===== src/rtl/spi_pkg.sv =====
package spi_pkg;
    localparam logic [1:0] SEL_CTRL = 2'd0;
    localparam logic [1:0] SEL_STAT = 2'd1;
    localparam logic [1:0] SEL_DATA = 2'd2;

    localparam int CTRL_IE   = 7;
    localparam int CTRL_MSTR = 4;
    localparam int CTRL_SSIN = 2;

    // half of the serial clock period in system clocks
    function automatic int unsigned half_of(input logic [2:0] code);
        case (code)
            3'b000:  return 2;
            3'b001:  return 8;
            3'b010:  return 32;
            3'b011:  return 64;
            3'b100:  return 1;
            3'b101:  return 4;
            3'b110:  return 16;
            default: return 32;
        endcase
    endfunction
endpackage


===== src/rtl/spi_rate_gen.sv =====
module spi_rate_gen
    import spi_pkg::*;
#(
    parameter int CNT_W = 7
) (
    input  logic       clk,
    input  logic       rst_n,
    input  logic       run,
    input  logic [2:0] code,
    output logic       tick
);
    typedef struct packed {
        logic [CNT_W-1:0] cnt;
    } rg_t;

    rg_t rg_d, rg_q;
    logic [CNT_W-1:0] half;

    always_comb begin
        half = CNT_W'(half_of(code));
        rg_d = rg_q;
        tick = run && (rg_q.cnt == half - 1'b1);
        if (!run || tick) begin
            rg_d.cnt = '0;
        end else begin
            rg_d.cnt = rg_q.cnt + 1'b1;
        end
    end

    always_ff @(posedge clk or negedge rst_n) begin
        if (!rst_n) rg_q <= '0;
        else        rg_q <= rg_d;
    end
endmodule


===== src/rtl/spi_shift_eng.sv =====
module spi_shift_eng #(
    parameter int DW = 8
) (
    input  logic          clk,
    input  logic          rst_n,
    input  logic          start,
    input  logic [DW-1:0] tx,
    input  logic          tick,
    input  logic          miso,
    output logic          busy,
    output logic          sck,
    output logic          mosi,
    output logic          done,
    output logic [DW-1:0] rx
);
    localparam int EW = $clog2(2 * DW);
    localparam logic [EW-1:0] LAST = EW'(2 * DW - 1);

    typedef struct packed {
        logic          busy;
        logic          sck;
        logic          cap;
        logic [EW-1:0] edges;
        logic [DW-1:0] sr;
    } se_t;

    se_t se_d, se_q;

    always_comb begin
        se_d = se_q;
        done = 1'b0;
        if (!se_q.busy) begin
            if (start) begin
                se_d.busy  = 1'b1;
                se_d.sr    = tx;
                se_d.edges = '0;
                se_d.sck   = 1'b0;
            end
        end else if (tick) begin
            if (!se_q.sck) begin
                se_d.sck = 1'b1;
                se_d.cap = miso;
            end else begin
                se_d.sck = 1'b0;
                se_d.sr  = {se_q.sr[DW-2:0], se_q.cap};
                if (se_q.edges == LAST) begin
                    se_d.busy = 1'b0;
                    done      = 1'b1;
                end
            end
            se_d.edges = se_q.edges + 1'b1;
        end
    end

    assign busy = se_q.busy;
    assign sck  = se_q.sck;
    assign mosi = se_q.sr[DW-1];
    assign rx   = {se_q.sr[DW-2:0], se_q.cap};

    always_ff @(posedge clk or negedge rst_n) begin
        if (!rst_n) se_q <= '0;
        else        se_q <= se_d;
    end
endmodule


===== src/rtl/spi_reg_file.sv =====
module spi_reg_file
    import spi_pkg::*;
#(
    parameter int DW = 8
) (
    input  logic          clk,
    input  logic          rst_n,
    input  logic [1:0]    bus_sel,
    input  logic          bus_wr,
    input  logic          bus_rd,
    input  logic [DW-1:0] bus_wdata,
    output logic [DW-1:0] bus_rdata,
    input  logic          irq_ack,
    input  logic          gie,
    input  logic          ss_n_in,
    input  logic          busy,
    input  logic          done,
    input  logic [DW-1:0] rx,
    output logic          start,
    output logic [2:0]    code,
    output logic          master,
    output logic          irq,
    output logic          spif,
    output logic          wcol
);
    typedef struct packed {
        logic [DW-1:0] ctrl;
        logic          dbl;
        logic          spif;
        logic          wcol;
        logic          arm_f;
        logic          arm_w;
        logic [DW-1:0] rxbuf;
    } rf_t;

    rf_t rf_d, rf_q;
    logic stat_rd, data_acc, collide, ss_evt, set_f;
    logic [DW-1:0] stat;

    always_comb begin
        stat         = '0;
        stat[DW-1]   = rf_q.spif;
        stat[DW-2]   = rf_q.wcol;
        stat[0]      = rf_q.dbl;

        stat_rd  = bus_rd && (bus_sel == SEL_STAT);
        data_acc = (bus_rd || bus_wr) && (bus_sel == SEL_DATA);
        start    = bus_wr && (bus_sel == SEL_DATA) && rf_q.ctrl[CTRL_MSTR] && !busy;
        collide  = bus_wr && (bus_sel == SEL_DATA) && busy;
        ss_evt   = rf_q.ctrl[CTRL_MSTR] && rf_q.ctrl[CTRL_SSIN] && !ss_n_in;
        set_f    = done || ss_evt;

        rf_d = rf_q;
        if (bus_wr && bus_sel == SEL_CTRL) rf_d.ctrl = bus_wdata;
        if (bus_wr && bus_sel == SEL_STAT) rf_d.dbl  = bus_wdata[0];
        if (done) rf_d.rxbuf = rx;

        // completion flag: set wins over every clear
        if (set_f)                         rf_d.spif = 1'b1;
        else if (irq_ack)                  rf_d.spif = 1'b0;
        else if (data_acc && rf_q.arm_f)   rf_d.spif = 1'b0;

        if (stat_rd && rf_q.spif)          rf_d.arm_f = 1'b1;
        else if (data_acc || irq_ack)      rf_d.arm_f = 1'b0;

        // collision flag
        if (collide)                       rf_d.wcol = 1'b1;
        else if (data_acc && rf_q.arm_w)   rf_d.wcol = 1'b0;

        if (stat_rd && rf_q.wcol)          rf_d.arm_w = 1'b1;
        else if (data_acc)                 rf_d.arm_w = 1'b0;

        case (bus_sel)
            SEL_CTRL: bus_rdata = rf_q.ctrl;
            SEL_STAT: bus_rdata = stat;
            SEL_DATA: bus_rdata = rf_q.rxbuf;
            default:  bus_rdata = '0;
        endcase
    end

    assign code   = {rf_q.dbl, rf_q.ctrl[1:0]};
    assign master = rf_q.ctrl[CTRL_MSTR];
    assign irq    = rf_q.spif && rf_q.ctrl[CTRL_IE] && gie;
    assign spif   = rf_q.spif;
    assign wcol   = rf_q.wcol;

    always_ff @(posedge clk or negedge rst_n) begin
        if (!rst_n) rf_q <= '0;
        else        rf_q <= rf_d;
    end
endmodule


===== src/rtl/spi_byte_master.sv =====
module spi_byte_master #(
    parameter int DW    = 8,
    parameter int CNT_W = 7
) (
    input  logic          clk,
    input  logic          rst_n,
    input  logic [1:0]    bus_sel,
    input  logic          bus_wr,
    input  logic          bus_rd,
    input  logic [DW-1:0] bus_wdata,
    output logic [DW-1:0] bus_rdata,
    input  logic          irq_ack,
    input  logic          gie,
    output logic          irq,
    input  logic          ss_n_in,
    output logic          sck,
    output logic          mosi,
    input  logic          miso
);
    logic          busy, done, tick, start, master, spif, wcol;
    logic [2:0]    code;
    logic [DW-1:0] rx;

    spi_reg_file #(.DW(DW)) u_regs (
        .clk(clk), .rst_n(rst_n), .bus_sel(bus_sel), .bus_wr(bus_wr),
        .bus_rd(bus_rd), .bus_wdata(bus_wdata), .bus_rdata(bus_rdata),
        .irq_ack(irq_ack), .gie(gie), .ss_n_in(ss_n_in), .busy(busy),
        .done(done), .rx(rx), .start(start), .code(code), .master(master),
        .irq(irq), .spif(spif), .wcol(wcol)
    );

    spi_rate_gen #(.CNT_W(CNT_W)) u_rate (
        .clk(clk), .rst_n(rst_n), .run(busy), .code(code), .tick(tick)
    );

    spi_shift_eng #(.DW(DW)) u_shift (
        .clk(clk), .rst_n(rst_n), .start(start), .tx(bus_wdata), .tick(tick),
        .miso(miso), .busy(busy), .sck(sck), .mosi(mosi), .done(done), .rx(rx)
    );
endmodule


===== config.mk =====
export PLATFORM = sky130hd
export DESIGN_NAME = spi_byte_master
export DESIGN_NICKNAME = d
export VERILOG_FILES = /design/src/rtl/spi_pkg.sv /design/src/rtl/spi_rate_gen.sv /design/src/rtl/spi_shift_eng.sv /design/src/rtl/spi_reg_file.sv /design/src/rtl/spi_byte_master.sv
export SDC_FILE = /design/constraint.sdc
export NUM_CORES = 1
export LEC_CHECK = 0
export ABC_CLOCK_PERIOD_IN_PS = 8200
export BUFFER_PORTS_ARGS = -buffer_cell sky130_fd_sc_hd__buf_4
export CAP_MARGIN = 20
export CORE_ASPECT_RATIO = 0.75
export CORE_MARGIN = 5
export CORE_UTILIZATION = 40
export CTS_BUF_LIST = sky130_fd_sc_hd__clkbuf_2
export DETAILED_ROUTE_END_ITERATION = 10
export PLACE_DENSITY = 0.58
export SETUP_SLACK_MARGIN = 0.15
export SYNTH_ARGS = -nofsm -noshare
export SYNTH_HDL_FRONTEND = slang
export SYNTH_HIERARCHICAL = 1
export SYNTH_SLANG_ARGS = --single-unit

===== constraint.sdc =====
create_clock -name clk -period 8.2 [get_ports clk]
set_input_delay 0.82 -clock clk [delete_from_list [all_inputs] [get_ports clk]]
set_output_delay 0.82 -clock clk [all_outputs]
set_load 0.05 [all_outputs]

==> results of run 1 <==
## logic make-up (layout without fill, tap and decap cells)
family	after synthesis	after routing	share of synthesized area [%]
and+or+nand+nor	62	62	13.8
DFF	43	43	45.1
muxes	36	36	16.5
AOI/OAI and AO/OA	32	32	11.4
buffers and inverters	23	39	6.45
xor gates and xnor gates	14	14	5.14
adders and majority gates	3	3	1.57
## critical path: stages, from the launching register on
cell and delay (ns):
dfrtp_1 0.53, or3_1 0.40, ha_1 0.25, or3b_1 0.36, a21boi_1 0.15, o21ai_1 0.11
a2111oi_4 0.53, and2_1 0.39, nand2_1 0.12, nor2_1 0.65, mux2_2 0.41
## layout make-up
cell class / count / share of cell area (%)
multi-input combinational: 147 / 44.4
sequential: 43 / 41.4
timing repair buffer: 28 / 8.08
tap: 78 / 3.75
clock buffer: 5 / 0.962
clock inverter: 3 / 0.962
inverter: 3 / 0.433
## layout by cell type, fill, tap and decap left out, types with 6 or more instances in the layout
cell type / instances
nor2_1: 17
xnor2_1: 8
xor2_1: 6
mux2_2: 26
o21ai_0: 10
buf_4: 28
dfrtp_1: 43
a22o_2: 8
mux2i_1: 10
nand2_1: 17
## through the flow
stage	hold slack [ns]	instances
2_1_floorplan	0.458	213
6_report	0.360	307
5_1_grt	0.330	307
3_5_place_dp	0.477	299
3_3_place_gp	0.475	299
4_1_cts	0.351	307
## how the worst max path moves through the flow
stage                   startpoint        endpoint  slack (ns)
global placement    u_regs/code[0]  u_regs/rf_q[1]        4.29
finish              u_regs/code[0]  u_regs/rf_q[1]        4.22
detailed placement  u_regs/code[0]  u_regs/rf_q[4]        4.22
floorplan           u_regs/code[1]  u_regs/rf_q[0]        4.64
CTS                 u_regs/code[0]  u_regs/rf_q[1]        4.20
global route        u_regs/code[0]  u_regs/rf_q[1]        3.97
## per-layer routing
layer,vias up,part of all wire [%],global-route usage (%)
met4,0,0.56,2.86
met5,-,0,0
met3,4,3.8,3.54
li1,773,-,-
met1,741,55,19.7
met2,31,41,17.0
## registers in the layout, indices dropped and copies added (netlist names)
name,flops
u_rate/rg_q,7
u_regs/code,3
u_regs/master,1
u_regs/rf_q,15
u_regs/spif,1
u_regs/wcol,1
u_shift/busy,1
u_shift/mosi,1
u_shift/rx,8
u_shift/sck,1
u_shift/se_q,4
## report_power, final
part	internal [W]	switching, W	leakage (nW)
registers	0.000264	0.0000602	0.562
logic	0.000101	0.000113	0.638
clock network	0.0000221	0.0000744	0.0292
==> reports/metrics.cfg, run 1 <==
[outcome]
status = finished clean

[sta]
fin_crit_sh_pct = 48.6
setup_ws_ns = 4.22
clock_skew_ns = 0.0198
finalHoldViolCount = 0
relSlewSlack_pct = 46.6
period_minus_slack_ns = 3.98
tightest_slew_ns = 0.798
setup_violations = 0
report.final.slew_viol_count = 0
grt_setup_unrepaired = no
fmax_mhz = 251
final.setup.tns_ns = 0

[yosys]
synth_flop_cell = dfrtp_1
avgSynthCellArea_sq_um = 11.2
synthArstFlopShare_pct = 100
yosys-top-cells-count = dfrtp_1, mux2_2, nand2_1, nor2_1, buf_4
syn_area_sq_um = 2390
synth.distinct_cells = 44
ys_seq_area_share_pct = 45.1
yosysMostFrequentCell = dfrtp_1
synth_top_area_share_pct = 45.1
synthTopCellsByArea = dfrtp_1, mux2_2, mux2i_1, buf_4, a22o_2
synth_warnings = 6
syn_nets = 234
netlist_instances = 213
synth-seq-cells = 43
synth_edf_count = 0
synth_top_area_cell = dfrtp_1

[placement]
hpwl_um = 3260
io_buffers = 28
gp_congestion = 0.764
dp_worst_setup_slack_ns = 4.22
placed_cell_area_sq_um = 2550

[floorplan]
die_h_um = 76.9
rows = 24
fp.coreArea_sq_um = 5800
ioPinCount = 29
die_w_um = 99.2
initial_utilization_pct = 41.2
die-area_sq_um = 7630

[global_route]
grt_start_max_net_pins = 44
grt_first_pass_wirelength_um = 7690
grt_pass1_vias = 1472
antenna_found_initial = 0
gr-total-overflow = 0
grt_usage_pct = 12.6

[critical_path]
cp_max_fo = 11
worstRegToRegCells = 10
start_kind = flip-flop
r2r-end = u_regs/rf_q[1]
critPathCaptureType = flip-flop
cp.required_ns = 8.52
rr_startpoint = u_regs/code[0]
worstPathArrival_ns = 4.30
rrSetupSlack_ns = 4.22
crit_type = reg2reg

[route]
drt_iter0_drc = 70
final_antenna_net_count = 0
wl_um = 4610
first_pass_iters = 5
drcViolationCount = 0
vias = 1549
viasPerCell = 5.05
wl_per_cell_um = 15.0

[clock_tree]
clock_latency_ns = 0.41
postCtsHoldBufs = 0
clk_pin_slew_ns = 0.25
cts_made_buffers = 5
cts_tree = done
clockBufferDepth = 2
cts_root_buf = clkbuf_2
cts_setup_buffers = 0
ctsResizeCount = 0
numClockSinks = 43
h-tree-depth = 2

[layout]
n_antenna_cell = 0
seq_area_sq_um = 1080
final_core_util_pct = 44.9
drive_gt1_share_pct = 33.2
multi_input_area_sq_um = 1160
stdcell_area_sq_um = 2600
synthToLayoutAreaGrowth_pct = 9.02
final_nets = 249
fillers = 571

[job]
drv_cap = 0

[power]
power.density_nw_per_um2 = 244
p_leak_nw = 1.23
power_w = 0.000634
ir_drop_uv = 131

[hold_path]
hold_class = in2async

No activity file was read; power rests on OpenSTA's default activity.
==> run 2, diff against run 1 <==
ABC_CLOCK_PERIOD_IN_PS = 3340   (was 8200)
PLACE_DENSITY = 0.61   (was 0.58)
clock period = 3.34 ns   (was 8.2 ns; I/O delays follow)
==> run 2 against run 1 <==
Against the previous run:
- combinational power rose to 2.7 times the previous value
- critical endpoint is now u_regs/rf_q[7]
- clock skew rose by 0.0062 ns
- die area did not move
- highest routed layer unchanged
- first-iteration DRC count rose by 8.6%
==> reports/metrics.cfg, run 2 (synthesized netlist as in run 1, its figures left out) <==
[clock_tree]
cts_root_buf = clkbuf_2
clock_latency_ns = 0.41  ; about the same
numClockSinks = 43  ; unchanged
cts_made_buffers = 5  ; unchanged
clockBufferDepth = 2  ; unchanged
cts_tree = done
h-tree-depth = 2  ; unchanged
clk_pin_slew_ns = 0.23  ; -0.02 ns

[global_route]
grt_start_max_net_pins = 44  ; unchanged
antenna_found_initial = 0  ; unchanged
grt_usage_pct = 13.7  ; +1.1 points
grt_first_pass_wirelength_um = 8360  ; +8.6%
gr-total-overflow = 0  ; unchanged
grt_pass1_vias = 1602  ; +8.8%

[route]
vias = 1600  ; +3.3%
wl_met1_um = 2780  ; +11%
met3WireLength_um = 189  ; +6.8%
final_antenna_net_count = 0  ; unchanged
top_layer = met4
first_pass_iters = 4  ; -1
wl_um = 5050  ; +9.7%
wl_per_cell_um = 16.1  ; +7.2%
drcViolationCount = 0  ; unchanged
route.met2.wl_um = 2050  ; +8.5%
drt_iter0_drc = 76  ; +8.6%
viasPerCell = 5.10  ; +0.99%

[power]
p_leak_nw = 1.30  ; +5.8%
power_w = 0.00174  ; +170%
power.density_nw_per_um2 = 632  ; +160%
ir_drop_uv = 356  ; +170%

[sta]
final.setup.tns_ns = 0  ; unchanged
grt_setup_unrepaired = no
period_minus_slack_ns = 2.99  ; -0.993 ns
fin_crit_sh_pct = 89.5  ; +41 points
relSlewSlack_pct = 62.7  ; +16 points
finalHoldViolCount = 0  ; unchanged
tightest_slew_ns = 0.559  ; -0.239 ns
hold_slack_ns = 0.139  ; -0.221 ns
report.final.slew_viol_count = 0  ; unchanged
setup_violations = 0  ; unchanged
clock_skew_ns = 0.0260  ; +0.00619 ns
fmax_mhz = 335  ; +33%

[outcome]
status = finished clean

[layout]
synthToLayoutAreaGrowth_pct = 15.6
largest_register_ffs = 15  ; unchanged
n_antenna_cell = 0  ; unchanged
final_nets = 256  ; +2.8%
drive_gt1_share_pct = 37.3  ; +4.1 points
top_register = u_regs/rf_q
stdcell_area_sq_um = 2760  ; +6.1%
layoutNonFillerInstCount = 314  ; +2.3%
final_common_cell = dfrtp_1
layout_common_cells = dfrtp_1, buf_4, mux2_2
fillers = 558  ; -2.3%

[floorplan]
initial_utilization_pct = 41.2  ; unchanged
die-area_sq_um = 7630  ; unchanged
die_w_um = 99.2  ; unchanged
fp.coreArea_sq_um = 5800  ; unchanged
die_h_um = 76.9  ; unchanged
rows = 24  ; unchanged
ioPinCount = 29  ; unchanged

[hold_path]
hold_class = in2reg
hold_start = bus_wdata[5]

[critical_path]
start_kind = flip-flop
crit_start = u_regs/code[2]
crit_type = reg2reg
rr_startpoint = u_regs/code[2]
cp_max_fo = 10  ; -1
cp.required_ns = 3.65  ; -4.87 ns
worstPathArrival_ns = 3.30  ; -1.00 ns
critPathCaptureType = flip-flop

[placement]
gp_congestion = 0.753  ; -1.4%
place_inst = 305  ; +2.0%
hpwl_um = 3580  ; +10%
io_buffers = 28  ; unchanged
placed_cell_area_sq_um = 2650  ; +3.8%

[job]
drv_cap = 0  ; unchanged

==> run 2: cell types whose count changed in the layout (fill, tap and decap cells not counted), sizes merged <==
cell / delta
clkinv: -2
buf: +6
clkinvlp: -1
clkbuf: +1
dlygate4sd3: +1
bufinv: +2
==> run 2: layout make-up <==
class	instances	area [sq um]	share of cell area, %
multi-input cells	147	1210	44.0
well taps	78	97.6	3.54
inverters	3	11.3	0.408
clock buffers	6	30.0	1.09
clock inverters	2	60.1	2.18
repair buffers	35	269	9.75
flip-flops and latches	43	1080	39.0
==> run 2: through the flow <==
| stage | util [%] | setup WS [ns] |
|---|---|---|
| 2_1_floorplan | - | -0.0346 |
| 3_3_place_gp | 45.7 | 0.377 |
| 3_5_place_dp | 45.7 | 0.327 |
| 4_1_cts | 47.4 | 0.283 |
| 5_1_grt | 47.6 | 0.158 |
| 6_report | 47.6 | 0.351 |
==> run 2: path summary, 6_finish.rpt <==
path,cells after the start,to,slack [ns]
worst max register to register,11,u_regs/rf_q[7],0.35
worst max-delay path,11,u_regs/rf_q[7],0.35
max in group asynchronous,2,u_regs/rf_q[7],2.53
min in group asynchronous,2,u_shift/sck,0.41
worst min register to register,1,u_regs/wcol,0.53
worst min-delay path,2,u_regs/rf_q[18],0.14
==> run 2: per-layer routing <==
layer	global-route usage, %	up-vias
li1	-	786
met1	21.7	785
met2	18.4	25
met3	3.72	4
met4	2.86	0
met5	0	-
==> run 2: worst max-delay path, cell delays in order, from the launching register on <==
cell and delay, ns:
dfrtp_1 0.44, or3_4 0.38, ha_4 0.19, or3b_1 0.37
a21boi_2 0.16, o21ai_1 0.12, a2111oi_4 0.37, and2_4 0.21
nand2_2 0.06, nor2_2 0.11, buf_6 0.18, mux2_4 0.30
==> run 2: report_power, final <==
| part | internal (W) | switching, W | total (W) |
|---|---|---|---|
| combinational | 0.000270 | 0.000303 | 0.000573 |
| sequential | 0.000648 | 0.000144 | 0.000791 |
| clock | 0.000205 | 0.000174 | 0.000378 |
| total | 0.00112 | 0.000620 | 0.00174 |
==> run 2: repair_timing <==
item                                    4_1_cts  5_1_grt
endpoints found under the setup margin        0       16
resized for setup                             0        3
hold buffers                                  1        0
buffers inserted                              0        0
hold endpoints to repair                     43        0
==> run 3, diff against run 2 <==
CORE_MARGIN = 2   (was 5)
SYNTH_HIERARCHICAL = not set   (was 1)
==> run 3 against run 2 <==
Against the previous run:
- area after synthesis fell by 2.5%
- clock-buffer cell count shrank 1
- first-iteration DRC count rose by 2.6%
- final cell count grew 5.4%
- sequential share of layout area is 1.3 points higher
- synthesized cell count up 3.8%
- hold slack better by 0.029 ns
==> reports/metrics.cfg, run 3 <==
[outcome]
status = finished clean

[yosys]
synthAdderAreaFrac_pct = 1.61  ; +0.040 points
synth_warnings = 0  ; -6
synth_top_area_cell = dfrtp_1
yosys-top-cells-count = dfrtp_1, nor2_1, mux2_2
synth_edf_count = 0  ; unchanged
synthXorXnorAreaFrac_pct = 3.76  ; -1.4 points
synth_top_area_share_pct = 46.2  ; +1.1 points
ys_seq_area_share_pct = 46.2  ; +1.1 points
syn_nets = 242  ; +3.4%
synth_top_family_by_area = simple AND/OR/NAND/NOR gates
synth_mux_area_share_pct = 16.9  ; +0.42 points
avgSynthCellArea_sq_um = 10.5  ; -6.0%
synthTopCellsByArea = dfrtp_1, mux2_2, mux2i_1, nor2_1, nand2b_1
synth_simple_gate_area_share_pct = 22.1  ; +8.3 points
synth-seq-cells = 43  ; unchanged
syn_area_sq_um = 2330  ; -2.5%
netlist_instances = 221  ; +3.8%
synth.distinct_cells = 46  ; +4.5%
synthArstFlopShare_pct = 100  ; unchanged
yosysMostFrequentCell = dfrtp_1
synth_compound_area_share_pct = 6.40  ; -5.0 points
synth_flop_cell = dfrtp_1

[critical_path]
rrSetupSlack_ns = 0.28  ; -0.07 ns
critPathSlowestCell = or3_2
critPathMaxStageDelay_ns = 0.47  ; +0.03 ns
crit_family = simple AND/OR/NAND/NOR gates
critPathCaptureType = flip-flop
worstRegToRegCells = 8  ; -3
cp_cell_sequence = or3_2 > ha_2 > and3_2 > or4_1 > a221o_1 > and4b_2 > mux2_4 > a211oi_2
worstPathArrival_ns = 3.38  ; +0.08 ns
cp_num_buf_inv = 0  ; -1
crit_type = reg2reg
r2r-end = u_shift.rx[6]
rr_startpoint = u_regs.code[1]
start_kind = flip-flop
cp_max_fo = 8  ; -2
cp.required_ns = 3.66  ; about the same

[sta]
period_minus_slack_ns = 3.06  ; +0.0704 ns
setup_violations = 0  ; unchanged
final.setup.tns_ns = 0  ; unchanged
fin_crit_sh_pct = 91.6  ; +2.1 points
finalHoldViolCount = 0  ; unchanged
fmax_mhz = 327  ; -2.3%
grt_setup_unrepaired = no
relSlewSlack_pct = 53.7  ; -9.1 points
clock_skew_ns = 0.0184  ; -0.00757 ns
report.final.slew_viol_count = 0  ; unchanged
tightest_slew_ns = 0.695  ; +0.136 ns

[global_route]
grt_start_max_net_pins = 44  ; unchanged
gr-total-overflow = 0  ; unchanged
grt_usage_pct = 15.8  ; +2.0 points
antenna_found_initial = 0  ; unchanged
grt_first_pass_wirelength_um = 8070  ; -3.5%
grt_pass1_vias = 1598  ; -0.25%

[power]
p_int_w = 0.000980  ; -13%
clockPowerShare_pct = 12.9  ; -8.8 points
power.density_nw_per_um2 = 599  ; -5.1%
netSwitchingPower_w = 0.000622  ; +0.23%
p_seq_share_pct = 49.9  ; +4.5 points
ir_drop_uv = 252  ; -29%
power_frac_comb_pct = 37.2  ; +4.3 points
p_leak_nw = 1.23  ; -5.4%
swShare_pct = 38.8  ; +3.2 points

[route]
wl_per_cell_um = 14.5  ; -10%
wl_um = 4790  ; -5.1%
final_antenna_net_count = 0  ; unchanged
first_pass_iters = 4  ; unchanged
vias = 1680  ; +5.0%
viasPerCell = 5.08  ; -0.39%
drcViolationCount = 0  ; unchanged
drt_iter0_drc = 78  ; +2.6%

[layout]
final_common_cell = dfrtp_1
layout_common_cells = dfrtp_1, nor2_1, buf_4
top_register = u_regs.rf_q
layoutNonFillerInstCount = 331  ; +5.4%
largest_register_ffs = 15  ; unchanged
final_nets = 274  ; +7.0%
synthToLayoutAreaGrowth_pct = 14.8
drive_gt1_share_pct = 28.5  ; -8.8 points
final_core_util_pct = 46.8  ; -0.76 points
n_antenna_cell = 0  ; unchanged

[clock_tree]
clockBufferDepth = 2  ; unchanged
numClockSinks = 43  ; unchanged
clk_pin_slew_ns = 0.21  ; -0.02 ns
clock_latency_ns = 0.39  ; -0.02 ns
cts_tree = done
h-tree-depth = 2  ; unchanged
cts_root_buf = clkbuf_2
cts_made_buffers = 5  ; unchanged

[hold_path]
min_path_cells = 2  ; unchanged
hold_start = bus_wdata[2]
min_to = u_regs.rf_q[15]
hold_class = in2reg

[floorplan]
initial_utilization_pct = 40.8  ; -0.38 points
die_w_um = 92.1  ; -7.2%
ioPinCount = 29  ; unchanged
die-area_sq_um = 6450  ; -15%
fp.coreArea_sq_um = 5710  ; -1.6%
rows = 24  ; unchanged
die_h_um = 70.1  ; -8.9%

[placement]
hpwl_um = 3410  ; -4.8%
place_inst = 322  ; +5.6%
io_buffers = 28  ; unchanged
gp_congestion = 0.780  ; +3.5%

[job]
drv_cap = 0  ; unchanged

[run 3: cell count changes in the layout (fill, tap and decap cells not counted), sizes merged, moves of 3 or more]
cell and change:
a22o -9, nor2 +21, nand2 -3, nand2b +9
nor3b -3, mux2 -6, mux2i +6, nand3 +3
[run 3: worst register-to-register path: cells and delay by family, from the launching register on]
kind / cells / cell delay [ns]
compound gates: 2 / 0.53
fa+ha+maj: 1 / 0.25
simple gates: 4 / 1.43
mux: 1 / 0.33
flops: 1 / 0.45
[run 3: final cells by class]
type | count | area, sq um
Clock inverter | 2 | 8.76
Multi-Input combinational cell | 165 | 1180
Timing Repair Buffer | 36 | 273
Tap cell | 78 | 97.6
Fill cell | 551 | 3030
Sequential cell | 43 | 1080
Inverter | 2 | 7.51
Clock buffer | 5 | 25.0
[run 3: repair_timing]
action / CTS / global route
endpoints found under the hold margin: 43 / 0
endpoints found under the setup margin: 1 / 2
resized for setup: 1 / 1
setup buffers: 0 / 1
hold buffers: 1 / 0
[run 3: how the worst max path moves through the flow]
stage | startpoint | to | slack [ns] | cells after the start
after floorplan | u_regs.code[1] | u_shift.rx[5] | 0.27 | 11
final | u_regs.code[1] | u_shift.rx[6] | 0.28 | 8
after global routing | u_regs.code[1] | u_shift.rx[5] | 0.18 | 8
after CTS | u_regs.code[1] | u_shift.rx[6] | 0.20 | 8
after global placement | u_regs.code[1] | u_shift.rx[6] | 0.25 | 8
after detailed placement | u_regs.code[1] | u_shift.rx[5] | 0.22 | 8
[run 3: power by group through the flow]
| stage | registers (W) | logic [W] | clock network (W) |
|---|---|---|---|
| after global placement | 0.000808 | 0.000586 | 0 |
| after CTS | 0.000800 | 0.000595 | 0.000220 |
| after detailed placement | 0.000812 | 0.000592 | 0 |
| after global routing | 0.000825 | 0.000662 | 0.000244 |
| after floorplan | 0.000800 | 0.000433 | 0 |
| final | 0.000800 | 0.000596 | 0.000206 |
[run 3: kinds of logic (layout without fill, tap and decap cells)]
kind of cell               after synthesis  after routing
muxes                                   36             36
xor gates and xnor gates                10             10
buffers and inverters                   13             45
adders and majority gates                3              3
AOI/OAI and AO/OA                       21             21
DFF                                     43             43
and+or+nand+nor                         95             95
[run 3: layer usage]
metal | share of wire [%] | global-route usage (%)
met4 | 0.25 | 2.99
met2 | 40 | 21.0
met5 | 0 | 0
met3 | 4.2 | 3.67
met1 | 56 | 25.7
[run 3: metrics by stage]
step | hold slack, ns | cell area, sq um | power (W) | worst slack [ns]
final | 0.167 | 2670 | 0.00160 | 0.281
after global routing | 0.115 | 2670 | 0.00173 | 0.182
after CTS | 0.150 | 2660 | 0.00162 | 0.201
after detailed placement | 0.370 | 2620 | 0.00140 | 0.219
after global placement | 0.371 | 2620 | 0.00139 | 0.254
after floorplan | 0.0384 | 2330 | 0.00123 | 0.271
